[src/rtl/hmp_pkg.sv]
package hmp_pkg;
  localparam int DW = 16;

  typedef enum logic [1:0] {
    SEL_DATA = 2'b00,
    SEL_MBOX = 2'b01,
    SEL_ADDR = 2'b10,
    SEL_STAT = 2'b11
  } hmpSel_e;

  localparam int ST_OUT_BIT  = 0;
  localparam int ST_IN_BIT   = 1;
  localparam int ST_SWAP_BIT = 2;

  typedef struct packed {
    logic ptrLoad;
    logic ptrInc;
    logic memWrite;
    logic mboxInWr;
    logic mboxOutClr;
    logic swapLoad;
  } hmpStrb_t;
endpackage

[src/rtl/hmp_ctrl.sv]
module hmp_ctrl
  import hmp_pkg::*;
(
  input  logic          clk,
  input  logic          rstN,
  input  logic          hostCsN,
  input  logic          hostRdN,
  input  logic          hostWrN,
  input  logic [1:0]    hostSel,
  input  logic [DW-1:0] hostDin,
  output hmpStrb_t      strb,
  output logic [DW-1:0] cmdData
);
  localparam int SYNC_W = 3 + 2 + DW;

  logic [SYNC_W-1:0] syncA, syncB;
  logic csS, rdS, wrS;
  logic [1:0] selS;
  logic [DW-1:0] dinS;
  logic rdAct, wrAct, rdActD, wrActD;
  logic rdCommit, wrCommit;
  hmpSel_e selHold;
  logic [DW-1:0] dinHold;

  always_ff @(posedge clk or negedge rstN) begin
    if (!rstN) begin
      syncA <= {3'b111, {(SYNC_W-3){1'b0}}};
      syncB <= {3'b111, {(SYNC_W-3){1'b0}}};
    end else begin
      syncA <= {hostCsN, hostRdN, hostWrN, hostSel, hostDin};
      syncB <= syncA;
    end
  end

  assign {csS, rdS, wrS, selS, dinS} = syncB;

  // write wins when both strobes are low
  assign wrAct = !csS && !wrS;
  assign rdAct = !csS && !rdS && wrS;

  always_ff @(posedge clk or negedge rstN) begin
    if (!rstN) begin
      rdActD  <= 1'b0;
      wrActD  <= 1'b0;
      selHold <= SEL_DATA;
      dinHold <= '0;
    end else begin
      rdActD <= rdAct;
      wrActD <= wrAct;
      if (rdAct || wrAct) begin
        selHold <= hmpSel_e'(selS);
        dinHold <= dinS;
      end
    end
  end

  assign rdCommit = rdActD && !rdAct;
  assign wrCommit = wrActD && !wrAct;

  always_comb begin
    strb            = '0;
    strb.ptrInc     = (rdCommit || wrCommit) && (selHold == SEL_DATA);
    strb.memWrite   = wrCommit && (selHold == SEL_DATA);
    strb.ptrLoad    = wrCommit && (selHold == SEL_ADDR);
    strb.mboxInWr   = wrCommit && (selHold == SEL_MBOX);
    strb.mboxOutClr = rdCommit && (selHold == SEL_MBOX);
    strb.swapLoad   = wrCommit && (selHold == SEL_STAT);
  end

  assign cmdData = dinHold;

  // a commit is an edge event, never two in a row
  p_commit_spaced_r2: assert property (@(posedge clk) disable iff (!rstN)
    (rdCommit || wrCommit) |=> !(rdCommit || wrCommit));

  // no commit unless select was low in the previous cycle
  p_cs_gates_r11: assert property (@(posedge clk) disable iff (!rstN)
    (rdCommit || wrCommit) |-> $past(!csS));
endmodule

[src/rtl/hmp_datapath.sv]
module hmp_datapath
  import hmp_pkg::*;
#(
  parameter int AW = 8
) (
  input  logic          clk,
  input  logic          rstN,
  input  hmpStrb_t      strb,
  input  logic [DW-1:0] cmdData,
  input  logic          hostCsN,
  input  logic          hostRdN,
  input  logic [1:0]    hostSel,
  output logic [DW-1:0] hostDout,
  output logic          hostDoutEn,
  output logic          hostIrq,
  output logic          memReq,
  output logic          memWe,
  output logic [AW-1:0] memAddr,
  output logic [DW-1:0] memWdata,
  input  logic [DW-1:0] memRdata,
  input  logic          cpuMboxWrEn,
  input  logic [DW-1:0] cpuMboxWdata,
  input  logic          cpuMboxRdEn,
  output logic [DW-1:0] cpuMboxRdata,
  output logic          cpuMailPend
);
  localparam int HB = DW / 2;

  logic [AW-1:0] ptr;
  logic          fetchPend, rdPend;
  logic [DW-1:0] prefetchBuf;
  logic [DW-1:0] outMbox, inMbox;
  logic          outFlag, inFlag, swapEn;
  logic [DW-1:0] ptrWide, statusWord, bufView, wrView;

  function automatic logic [DW-1:0] swapBytes(input logic [DW-1:0] w);
    return {w[HB-1:0], w[DW-1:HB]};
  endfunction

  assign wrView  = swapEn ? swapBytes(cmdData) : cmdData;
  assign bufView = swapEn ? swapBytes(prefetchBuf) : prefetchBuf;

  // pointer and prefetch scheduling
  always_ff @(posedge clk or negedge rstN) begin
    if (!rstN) begin
      ptr       <= '0;
      fetchPend <= 1'b1;
      rdPend    <= 1'b0;
    end else begin
      rdPend <= fetchPend && !strb.memWrite;
      if (strb.ptrLoad) begin
        ptr       <= cmdData[AW-1:0];
        fetchPend <= 1'b1;
      end else if (strb.ptrInc) begin
        ptr       <= ptr + 1'b1;
        fetchPend <= 1'b1;
      end else if (!strb.memWrite) begin
        fetchPend <= 1'b0;
      end
    end
  end

  always_ff @(posedge clk or negedge rstN) begin
    if (!rstN) prefetchBuf <= '0;
    else if (rdPend) prefetchBuf <= memRdata;
  end

  always_comb begin
    memReq   = strb.memWrite || fetchPend;
    memWe    = strb.memWrite;
    memAddr  = ptr;
    memWdata = strb.memWrite ? wrView : '0;
  end

  // mailboxes and swap control; set has priority over clear
  always_ff @(posedge clk or negedge rstN) begin
    if (!rstN) begin
      outMbox <= '0;
      inMbox  <= '0;
      outFlag <= 1'b0;
      inFlag  <= 1'b0;
      swapEn  <= 1'b0;
    end else begin
      if (cpuMboxWrEn) begin
        outMbox <= cpuMboxWdata;
        outFlag <= 1'b1;
      end else if (strb.mboxOutClr) begin
        outFlag <= 1'b0;
      end
      if (strb.mboxInWr) begin
        inMbox <= cmdData;
        inFlag <= 1'b1;
      end else if (cpuMboxRdEn) begin
        inFlag <= 1'b0;
      end
      if (strb.swapLoad) swapEn <= cmdData[ST_SWAP_BIT];
    end
  end

  assign hostIrq      = outFlag;
  assign cpuMboxRdata = inMbox;
  assign cpuMailPend  = inFlag;

  always_comb begin
    ptrWide = '0;
    ptrWide[AW-1:0] = ptr;
    statusWord = '0;
    statusWord[ST_OUT_BIT]  = outFlag;
    statusWord[ST_IN_BIT]   = inFlag;
    statusWord[ST_SWAP_BIT] = swapEn;
  end

  // host read path straight from the raw strobes
  always_comb begin
    hostDoutEn = !hostCsN && !hostRdN;
    hostDout   = '0;
    if (hostDoutEn) begin
      case (hmpSel_e'(hostSel))
        SEL_DATA: hostDout = bufView;
        SEL_MBOX: hostDout = outMbox;
        SEL_ADDR: hostDout = ptrWide;
        default:  hostDout = statusWord;
      endcase
    end
  end

  // every memory write is followed by a pointer step
  p_write_advances_r3: assert property (@(posedge clk) disable iff (!rstN)
    (memReq && memWe) |=> (ptr == $past(ptr) + 1'b1));

  // a read request always targets the current pointer and lands next cycle
  p_fetch_lands_r4: assert property (@(posedge clk) disable iff (!rstN)
    (memReq && !memWe) |=> rdPend);

  // outgoing mail raises the interrupt
  p_outmail_set_r5: assert property (@(posedge clk) disable iff (!rstN)
    cpuMboxWrEn |=> hostIrq);

  // host mailbox read drops the interrupt
  p_outmail_clear_r5: assert property (@(posedge clk) disable iff (!rstN)
    (strb.mboxOutClr && !cpuMboxWrEn) |=> !hostIrq);

  // host mail marks the incoming side pending
  p_inmail_set_r6: assert property (@(posedge clk) disable iff (!rstN)
    strb.mboxInWr |=> (cpuMailPend && cpuMboxRdata == $past(cmdData)));

  // no read data unless the read is selected
  p_dout_quiet_r10: assert property (@(posedge clk) disable iff (!rstN)
    (hostCsN || hostRdN) |-> (hostDout == '0));
endmodule

[src/rtl/host_mem_port.sv]
module host_mem_port
  import hmp_pkg::*;
#(
  parameter int AW = 8
) (
  input  logic          clk,
  input  logic          rstN,
  input  logic          hostCsN,
  input  logic          hostRdN,
  input  logic          hostWrN,
  input  logic [1:0]    hostSel,
  input  logic [15:0]   hostDin,
  output logic [15:0]   hostDout,
  output logic          hostDoutEn,
  output logic          hostIrq,
  output logic          memReq,
  output logic          memWe,
  output logic [AW-1:0] memAddr,
  output logic [15:0]   memWdata,
  input  logic [15:0]   memRdata,
  input  logic          cpuMboxWrEn,
  input  logic [15:0]   cpuMboxWdata,
  input  logic          cpuMboxRdEn,
  output logic [15:0]   cpuMboxRdata,
  output logic          cpuMailPend
);
  hmpStrb_t      strb;
  logic [DW-1:0] cmdData;

  hmp_ctrl u_ctrl (
    .clk     (clk),
    .rstN    (rstN),
    .hostCsN (hostCsN),
    .hostRdN (hostRdN),
    .hostWrN (hostWrN),
    .hostSel (hostSel),
    .hostDin (hostDin),
    .strb    (strb),
    .cmdData (cmdData)
  );

  hmp_datapath #(.AW(AW)) u_dp (
    .clk          (clk),
    .rstN         (rstN),
    .strb         (strb),
    .cmdData      (cmdData),
    .hostCsN      (hostCsN),
    .hostRdN      (hostRdN),
    .hostSel      (hostSel),
    .hostDout     (hostDout),
    .hostDoutEn   (hostDoutEn),
    .hostIrq      (hostIrq),
    .memReq       (memReq),
    .memWe        (memWe),
    .memAddr      (memAddr),
    .memWdata     (memWdata),
    .memRdata     (memRdata),
    .cpuMboxWrEn  (cpuMboxWrEn),
    .cpuMboxWdata (cpuMboxWdata),
    .cpuMboxRdEn  (cpuMboxRdEn),
    .cpuMboxRdata (cpuMboxRdata),
    .cpuMailPend  (cpuMailPend)
  );
endmodule

[config.mk]
export PLATFORM = sky130hd
export DESIGN_NAME = host_mem_port
export DESIGN_NICKNAME = d
export VERILOG_FILES = /design/src/rtl/hmp_pkg.sv /design/src/rtl/hmp_ctrl.sv /design/src/rtl/hmp_datapath.sv /design/src/rtl/host_mem_port.sv
export SDC_FILE = /design/constraint.sdc
export NUM_CORES = 1
export LEC_CHECK = 0
export ABC_AREA = 1
export CAP_MARGIN = 20
export CORE_MARGIN = 4
export CORE_UTILIZATION = 45
export CTS_CLUSTER_DIAMETER = 200
export DETAILED_ROUTE_END_ITERATION = 6
export GPL_ROUTABILITY_DRIVEN = 0
export PLACE_DENSITY = 0.73
export REMOVE_ABC_BUFFERS = 1
export SYNTH_ARGS = -nofsm -noshare
export SYNTH_HDL_FRONTEND = slang
export SYNTH_HIERARCHICAL = 1
export SYNTH_SLANG_ARGS = --single-unit
[constraint.sdc]
create_clock -name clk -period 2.01 [get_ports clk]
set_input_delay 0.5025 -clock clk [delete_from_list [all_inputs] [get_ports clk]]
set_output_delay 0.5025 -clock clk [all_outputs]
set_load 0.02 [all_outputs]
==> results.md, run 1 <==
* GRT overflow at 0
* Setup crit end kind: primary output
* First-pass GRT wire length at approximately 24,000 um
* Maximum clock rate at ~430 MHz
* Average size of a mapped cell at roughly 8.8 sq um
* Peak VDD IR at slightly below 700 uV
* Final core occ at 0.702
* Static leakage at 3.71 nW
* Post-DP HPWL at roughly 9700 um
* CP Launch Type: register
* Cell taking the most area after synthesis: dfrtp_1
* Synth Instances at between 500 and 600
* Setup-failing EPs final at 34
* Via count at around 4,800
* Max Cap Viol at 0
* Crit Path Max Fanout at 5
* Async SR Flop Fraction at 1.00
* Core area at 10,900 sq um
* Hold Fails Final Rpt at 0
* Yosys warnings at 6
* CTS sink count at around 120
* Largest cells by area after synthesis: dfrtp_1, nand2_1, nor2_1, o21ai_0, dfstp_2
* I/O pin cnt at between 100 and 150
* Status: finished, violations left
* PortBufs at 117
* Post-DRT Antenna Nets at 0
* R2R cell count at 9
* Vias in the first global route at ~4,800
* Hold Path Class: input pin to async pin
* Hold Buf Count CTS at 0
* Max-slew violation count at 0
* Layout area overhead at 51.1%
* NumNets Final at 802
* #FFs+latches synth at between 100 and 150
* Slew HR at 0.542
* CP required at 1.51 ns
* GRT Util Overall at 0.238
* Iter 0 DRT Violations at about 570
* Vias per cell at between 5 and 6
* Die X-Extent at 114 um
* Routed length per instance at 17.3 um
* Hold_ws at approximately 0.065 ns
* Synth top area share at 0.571
* Die area at between 10,000 and 15,000 sq um
* Final worst slack at -0.321 ns
* Distinct cells, synth at 30
* WP buf/inv at 4
* Layout cells sized above 1 at 0.248
* Die Y at between 100 and 150 um
* Clock Skews at slightly below 0.01 ns
* Fin crit share at 1.16
* Router iterations before antenna repair at 7
* Top cells by count, synth: nand2_1, dfrtp_1, nor2_1
* WP depth at 8
* Crit path arrival time at around 1.8 ns
* Total wire length at between 15,000 and 20,000 um
* CTS tree: yes
* Initial antenna violation count at 0
* Synth Cell Area at approximately 5000 sq um
* Reg clk slew, reported paths at 0.06 ns
* Part of the Yosys area used for sequential elements at 0.607
* Tmin final at roughly 2.3 ns
* Initial core utilization at 0.465
* Worst-Margin Slew at between 0.6 and 0.7 ns
* Top delay family on crit path: flip-flops
* Crit path kind: register to primary output
* RSZ-0062 raised after global routing: true
* Largest net degree at the start of global routing at 38
* Most frequent cell after synthesis: nand2_1
* Fin cells at about 900
* Cts bufs inserted at 17
* CTS max path bufs at 2
* Slowest-stage cell, CP: dfstp_2
* Placed Instances at between 800 and 900
* Failing checks: negative setup slack
* Antenna diodes at 0
* Htree depth at 4
* Clk root buf: clkbuf_16
* EDFF count, synth at 0
* Clk Latency, worst-skew pair at ~0.41 ns
* # rows at 38
* CP max stage delay at between 0.5 and 0.6 ns
* Critical Path, Cell by Cell: or2_4, nand3_4, inv_4, buf_6, buf_16, o21ai_2, nor2_1, buf_4
* Final TNS setup at -5.78 ns
* Cell Pwr Density at around 1100 nW/um^2
* Filler cell count in the final layout at a little under 800
* DRC errors left at 0
* DP Worst Slack at -0.820 ns
* Top_reg_cell synth: dfrtp_1
layer usage:
layer  vias up  track usage  wire, um
met5         -            0         0
met4         0        0.126       664
met3        68       0.0603      1190
met2       266        0.379      7560
met1      2268        0.302      6070
li1       2159            -         -
path summary, 6_finish.rpt:
kind	to	startpoint	slack, ns
worst min-delay path	u_ctrl/cmdData[8]	rstN	0.06
worst max register to register	u_dp/memAddr[0]	u_ctrl/syncB[20]	0.18
worst min register to register	u_ctrl/syncB[8]	u_ctrl/syncA[8]	0.35
worst max-delay path	memWdata[13]	u_ctrl/syncB[18]	-0.32
max in group asynchronous	u_ctrl/syncB[19]	rstN	1.34
min in group clk	u_ctrl/syncA[19]	hostRdN	0.28
what timing repair did:
action,CTS,global route
resized for setup,257,31
buffers inserted,12,2
endpoints found under the setup margin,42,38
pin swaps,32,35
gates cloned,7,1
sequential cells by signal, summed over array words and instances (netlist names):
name	flops
u_dp/cpuMboxRdata	16
u_dp/outMbox	16
u_ctrl/syncA	21
u_ctrl/syncB	21
u_dp/memAddr	8
u_dp/prefetchBuf	16
u_dp/cpuMailPend	1
u_ctrl/cmdData	16
u_dp/rdPend	1
u_dp/hostIrq	1
u_ctrl/rdActD	1
u_ctrl/selHold	2
u_dp/fetchPend	1
u_ctrl/wrActD	1
u_dp/swapEn	1
power breakdown:
| part | switching, mW | total (mW) | internal [mW] |
|---|---|---|---|
| clock network | 1.15 | 2.99 | 1.84 |
| registers | 0.343 | 3.24 | 2.90 |
| logic | 1.40 | 2.55 | 1.15 |
per-stage QoR:
step / cell area (sq um) / total power, mW
after floorplan: 4940 / 4.18
after global placement: 6660 / 5.34
after detailed placement: 6660 / 5.39
after CTS: 7570 / 8.63
after global routing: 7680 / 9.18
final: 7680 / 8.78
area by class of cell:
| cell class | count | area, sq um | share of cell area |
|---|---|---|---|
| clock buffer | 17 | 425 | 0.0554 |
| clock inverter | 15 | 163 | 0.0212 |
| inverter | 33 | 136 | 0.0178 |
| multi-input combinational | 396 | 1900 | 0.248 |
| sequential | 123 | 3090 | 0.402 |
| tap | 140 | 175 | 0.0228 |
| timing repair buffer | 172 | 1780 | 0.232 |
| timing repair inverter | 1 | 7.51 | 0.000978 |
worst register-to-register path, delay by kind of cell, from the launching register on:
family / cells / cell delay, ns
buffers and inverters: 3 / 0.28
flip-flops: 1 / 0.53
AO/OA/AOI/OAI: 1 / 0.20
AND/OR/NAND/NOR: 5 / 0.73
placed cells by master, fill, tap and decap left out, types with 2 or more instances in the layout:
cell / instances
buf_12: 9
a21oi_2: 3
nor2_1: 56
bufinv_16: 2
inv_2: 2
buf_2: 3
clkinv_2: 2
a31oi_2: 2
inv_1: 26
inv_4: 2
o21ai_2: 9
buf_4: 59
nand3_2: 3
a22oi_1: 6
buf_6: 13
a21oi_1: 5
clkinvlp_4: 6
nand2_4: 3
mux2_2: 5
clkinv_4: 4
nor2_2: 8
nor2_4: 4
nand2_1: 220
dfrtp_1: 115
clkbuf_16: 18
dlygate4sd2_1: 8
o21ai_0: 26
dfstp_2: 7
inv_6: 4
nand3_1: 11
o211ai_1: 9
o21ai_1: 8
nand2_2: 7
clkdlybuf4s15_1: 2
buf_16: 6
clkdlybuf4s50_1: 69
cell families after synthesis:
kind of cell             share of synthesized area
flip-flops                                   0.607
multiplexers                                0.0111
XOR/XNOR                                   0.00172
adder cells (fa/ha/maj)                    0.00246
AO/OA/AOI/OAI                               0.0832
buffers and inverters                       0.0534
AND/OR/NAND/NOR                              0.241
Note: power is estimated with default switching activity, not from simulation.
==> run 2: changes to the inputs <==
CORE_MARGIN = 8   (was 4)
==> run 2 against run 1 <==
  * The flow still finishes with violations (negative setup slack)
  * Design area is 2.5% lower
  * Clock skew is 0.0037 ns lower
  * Setup slack improved by 0.066 ns
  * Clock-buffer cell count grew 2
  * Sequential share of layout area up 1.0 points
  * Worst hold slack better by 0.12 ns
  * Non-clock buffer count down 8
  * Largest cell class unchanged
  * Largest power group unchanged
==> results.md, run 2 (synthesized netlist as in run 1, its figures left out) <==
* PortBufs at 117 (unchanged)
* Initial antenna violation count at 0 (unchanged)
* CTS tree: yes
* Total wire length at 14,900 um (-3.7%)
* Final worst slack at -0.255 ns (+0.0660 ns)
* Largest net degree at the start of global routing at 124 (+230%)
* DRC errors left at 0 (unchanged)
* Core area at 11,200 sq um (+2.6%)
* Status: finished, violations left
* Reg clk slew, reported paths at 0.06 ns (about the same)
* DP Worst Slack at -0.910 ns (-0.0896 ns)
* GRT Util Overall at 0.199 (-0.0394)
* Setup-failing EPs final at 32 (-5.9%)
* Final TNS setup at -4.61 ns (+1.16 ns)
* Max Cap Viol at 0 (unchanged)
* Top Registers: u_ctrl/syncA (21), u_ctrl/syncB (21)
* Die Y at 122 um (+7.0%)
* First-pass GRT wire length at 23,100 um (-3.2%)
* CP Launch Type: register
* Router iterations before antenna repair at 6 (-1)
* I/O pin cnt at 118 (unchanged)
* Layout area overhead at 47.3%
* Hold_ws at 0.186 ns (+0.121 ns)
* GRT overflow at 0 (unchanged)
* Die X-Extent at 122 um (+7.0%)
* Maximum clock rate at 441 MHz (+2.9%)
* Slew HR at 0.562 (+0.0199)
* RSZ-0062 raised after global routing: true
* Iter 0 DRT Violations at 532 (-6.8%)
* Layout cells sized above 1 at 0.236 (-0.0120)
* Post-DRT Antenna Nets at 0 (unchanged)
* Clk root buf: clkbuf_16
* Clock Skews at 0.00596 ns (-0.00365 ns)
* Htree depth at 4 (unchanged)
* Post-DP HPWL at 9750 um (+0.94%)
* NumNets Final at 794 (-1.0%)
* Routed length per instance at 16.7 um (-3.1%)
* Via count at 4,643 (-2.5%)
* CTS sink count at 123 (unchanged)
* Fin crit share at 1.13 (-0.0328)
* Hold Buf Count CTS at 0 (unchanged)
* Setup crit end kind: primary output
* # rows at 39 (+2.6%)
* Worst-Margin Slew at 0.657 ns (-0.0299 ns)
* Static leakage at 3.61 nW (-2.7%)
* Cell Pwr Density at 1150 nW/um^2 (+0.52%)
* Peak VDD IR at 688 uV (+2.1%)
* Antenna diodes at 0 (unchanged)
* Commonest non-fill, non-tap cells in the layout: nand2_1, dfrtp_1, clkdlybuf4s50_1
* Max-slew violation count at 0 (unchanged)
* Vias in the first global route at 4,592 (-4.1%)
* Hold Path Class: input pin to async pin
* Crit path kind: register to primary output
* Crit Path Max Fanout at 5 (unchanged)
* Vias per cell at 5.21 (-1.9%)
* CP required at 1.51 ns (about the same)
* Crit path arrival time at 1.76 ns (-0.07 ns)
* Hold Fails Final Rpt at 0 (unchanged)
* Tmin final at 2.27 ns (-0.0660 ns)
* Initial core utilization at 0.453 (-0.0119)
* Cts bufs inserted at 17 (unchanged)
* Failing checks: negative setup slack
* Clk Latency, worst-skew pair at 0.41 ns (about the same)
* CTS max path bufs at 2 (unchanged)
* Die area at 15,000 sq um (+14%)
* Pwr Total at 8.61 mW (-2.0%)
* Commonest non-fill, non-tap cell in the layout: nand2_1
run 2: cell types whose count changed in the layout (fill, tap and decap cells not counted), moves of 3 or more:
cell	delta
buf_12	-4
buf_16	-5
buf_4	+5
buf_6	-3
inv_6	+3
nor2_1	+4
nor2_2	-3
o21ai_0	-3
o21ai_1	+3
run 2: power by group:
| part | switching, mW | internal [mW] |
|---|---|---|
| sequential | 0.343 | 2.90 |
| combinational | 1.32 | 0.987 |
| clock | 1.14 | 1.92 |
run 2: per-layer routing:
layer  GRT usage  routed length, um  part of all wire  up-vias
li1            -                  -                 -     2143
met1       0.250               5950              0.40     2206
met2       0.314               7360              0.49      240
met3      0.0465               1070             0.072       54
met4       0.109                527             0.035        0
met5           0                  0                 0        -
run 2: stage by stage:
stage | area [sq um] | std cells | utilization
global placement | 6600 | 846 | 0.588
finish | 7490 | 892 | 0.667
CTS | 7270 | 886 | 0.648
floorplan | 4940 | 552 | -
global route | 7490 | 892 | 0.667
detailed placement | 6600 | 846 | 0.588
run 2: final timing paths:
check                      slack [ns]                    end              from  cells after the start
setup / recovery                -0.26            memWdata[6]  u_ctrl/syncB[18]                      7
hold / removal                   0.19       u_ctrl/syncA[12]              rstN                      2
setup reg to reg                 0.14  u_dp/cpuMboxRdata[13]  u_ctrl/syncB[18]                      8
hold reg to reg                  0.34       u_ctrl/syncB[17]  u_ctrl/syncA[17]                      0
max in group asynchronous        1.36            u_dp/swapEn              rstN                      2
min in group clk                 0.31       u_ctrl/syncA[19]           hostRdN                      2
run 2: final cells by class:
class / count / area [sq um]
inverters: 33 / 136
clock buffers: 19 / 453
flip-flops and latches: 123 / 3090
repair buffers: 164 / 1560
repair inverters: 1 / 7.51
well taps: 143 / 179
clock inverters: 13 / 155
multi-input cells: 396 / 1910
fillers: 846 / 3730
run 2: worst max-delay path: stages (launching register included):
cell and delay [ns]:
dfstp_2 0.53, or2_4 0.13, nand3_4 0.08, inv_6 0.10, clkbuf_16 0.15, o21ai_2 0.05, nor2_1 0.15, buf_4 0.17
run 2: timing repair:
action,in CTS,in global routing
cloned,2,2
gates resized for setup,228,53
setup endpoints to repair,43,34
pin swaps,8,20
buffers inserted,6,4
==> run 3: changes to the inputs <==
MAX_ROUTING_LAYER = met4   (was not set)
==> run 3 against run 2 <==
  * Die area unchanged
  * Register-to-register slack about the same
  * The run still ends with negative setup slack left
  * Global-route usage increased by 0.70 points
  * Via count decreased by 0.47%
  * Highest routed layer unchanged
  * First-iteration DRC count decreased by 2.6%
  * Clock skew about the same
  * Largest cell class unchanged
  * Clock-buffer cell count unchanged
==> results.md, run 3 (synthesized netlist as in run 1, its figures left out) <==
* Peak VDD IR at 688 uV (about the same)
* CTS sink count at 123 (unchanged)
* Comb power frac at 0.267 (about the same)
* NumNets Final at 794 (unchanged)
* Vias in the first global route at 4,591 (-0.022%)
* Max Cap Viol at 0 (unchanged)
* Slew HR at 0.570 (+0.00865)
* Failing checks: negative setup slack
* Core area at 11,200 sq um (unchanged)
* CTS max path bufs at 2 (unchanged)
* Max-slew violation count at 0 (unchanged)
* Reg-to-reg endpoint: u_dp/cpuMboxRdata[13]
* Worst-Margin Slew at 0.645 ns (-0.0130 ns)
* Crit path arrival time at 1.78 ns (+0.02 ns)
* Commonest non-fill, non-tap cells in the layout: nand2_1, dfrtp_1, clkdlybuf4s50_1
* Setup crit end kind: primary output
* Setup slack, reg-to-reg at 0.13 ns (about the same)
* RSZ-0062 raised after global routing: true
* Routed length per instance at 16.7 um (+0.15%)
* Met2 Usage GRT at 0.313 (-0.00102)
* Placed cell areas at 6600 sq um (unchanged)
* Layout area overhead at 47.3% (unchanged)
* GRT Util Overall at 0.206 (+0.00697)
* Register share of total power at 0.377 (about the same)
* GRT overflow at 0 (unchanged)
* Crit path kind: register to primary output
* Total wire length at 14,900 um (+0.15%)
* Clock Skews at 0.00630 ns (+0.000344 ns)
* Filler cell count in the final layout at 846 (unchanged)
* Die area at 15,000 sq um (unchanged)
* PortBufs at 117 (unchanged)
* I/O pin cnt at 118 (unchanged)
* Met1 GRT Util at 0.254 (+0.00381)
* Fin crit share at 1.14 (+0.00816)
* Clk Latency, worst-skew pair at 0.41 ns (about the same)
* Router iterations before antenna repair at 6 (unchanged)
* Clk root buf: clkbuf_16
* Layout cells sized above 1 at 0.236 (unchanged)
* DP Worst Slack at -0.910 ns (unchanged)
* Die X-Extent at 122 um (unchanged)
* Initial core utilization at 0.453 (unchanged)
* Met3 Usage GRT at 0.0469 (+0.000460)
* Clock power share at 0.356 (about the same)
* Net Sw Frac at 0.325 (about the same)
* Via count at 4,621 (-0.47%)
* DRC errors left at 0 (unchanged)
* Setup-failing EPs final at 32 (unchanged)
* CP Launch Type: register
* Crit Path Max Fanout at 5 (unchanged)
* Status: finished, violations left
* Tmin final at 2.28 ns (+0.0164 ns)
* Largest net degree at the start of global routing at 124 (unchanged)
* Final worst slack at -0.271 ns (-0.0164 ns)
* Maximum clock rate at 438 MHz (-0.72%)
* R2R cell count at 8 (unchanged)
* Reg clk slew, reported paths at 0.06 ns (about the same)
* Hold Path Class: input pin to async pin
* First-pass GRT wire length at 23,200 um (+0.24%)
* # rows at 39 (unchanged)
* Fin cells at 892 (unchanged)
* Hold Fails Final Rpt at 0 (unchanged)
* Placed Instances at 846 (unchanged)
* R2r startpoint: u_ctrl/syncB[18]
* Post-DP HPWL at 9750 um (unchanged)
* Top Usage Layer GRT: met2
* Initial antenna violation count at 0 (unchanged)
* Final TNS setup at -4.52 ns (+0.0945 ns)
* Htree depth at 4 (unchanged)
* Int Power at 5.81 mW (about the same)
* Static leakage at 3.61 nW (about the same)
* Cell Pwr Density at 1150 nW/um^2 (about the same)
* Cell area after layout at 7490 sq um (unchanged)
* Commonest non-fill, non-tap cell in the layout: nand2_1
* Cts bufs inserted at 17 (unchanged)
* CP required at 1.51 ns (about the same)
* Final core occ at 0.667 (unchanged)
* Vias per cell at 5.18 (-0.47%)
* Die Y at 122 um (unchanged)
* Antenna diodes at 0 (unchanged)
* NetSw at 2.80 mW (about the same)
* Post-DRT Antenna Nets at 0 (unchanged)
* CTS tree: yes
* Iter 0 DRT Violations at 518 (-2.6%)
* Top Registers: u_ctrl/syncA (21), u_ctrl/syncB (21)
[run 3: how the worst max path moves through the flow]
stage,from,slack [ns],to,cells past startpoint
floorplan,u_dp/swapEn,-0.36,hostDout[0],4
global placement,hostSel[1],-0.84,hostDout[4],9
detailed placement,hostSel[1],-0.91,hostDout[5],9
CTS,u_ctrl/syncB[20],-0.26,memWdata[10],7
global route,u_ctrl/syncB[18],-0.37,memWdata[0],7
finish,u_ctrl/syncB[18],-0.27,memWdata[6],7
[run 3: cell type report]
type,count,area (sq um),share of cell area
sequential,123,3090,0.412
multi-input combinational,396,1910,0.255
timing repair buffer,164,1560,0.208
clock buffer,19,453,0.0605
tap,143,179,0.0239
clock inverter,13,155,0.0207
inverter,33,136,0.0182
timing repair inverter,1,7.51,0.00100
[run 3: repair_timing]
action                     in CTS  in global routing
pin swaps                       8                 19
buffers inserted                6                  4
cloned                          2                  2
hold buffers                    0                  0
setup endpoints to repair      43                 34
resized for setup             228                 53
[run 3: per-layer routing]
metal  up-vias  wire length (um)
met3        42              1090
met1      2178              5960
met4         0               459
met5         -                 0
li1       2144                 -
met2       257              7430
[run 3: stage by stage]
step	hold WS, ns	power (mW)
2_1_floorplan	0.207	4.18
3_3_place_gp	0.335	5.29
3_5_place_dp	0.335	5.35
4_1_cts	0.208	8.46
5_1_grt	0.233	9.01
6_report	0.182	8.61
[run 3: worst max-delay path, stage by stage, from the launching register on]
cell	delay, ns
dfstp_2	0.53
or2_4	0.13
nand3_4	0.08
inv_6	0.10
clkbuf_16	0.15
o21ai_2	0.05
nor2_1	0.16
buf_4	0.17
[run 3: power by group through the flow]
stage | logic (mW) | registers (mW) | clock network (mW)
after global routing | 2.48 | 3.29 | 3.24
after CTS | 2.11 | 3.22 | 3.12
after floorplan | 0.708 | 3.47 | 0
after global placement | 2.06 | 3.23 | 0
after detailed placement | 2.11 | 3.24 | 0
final | 2.30 | 3.25 | 3.06
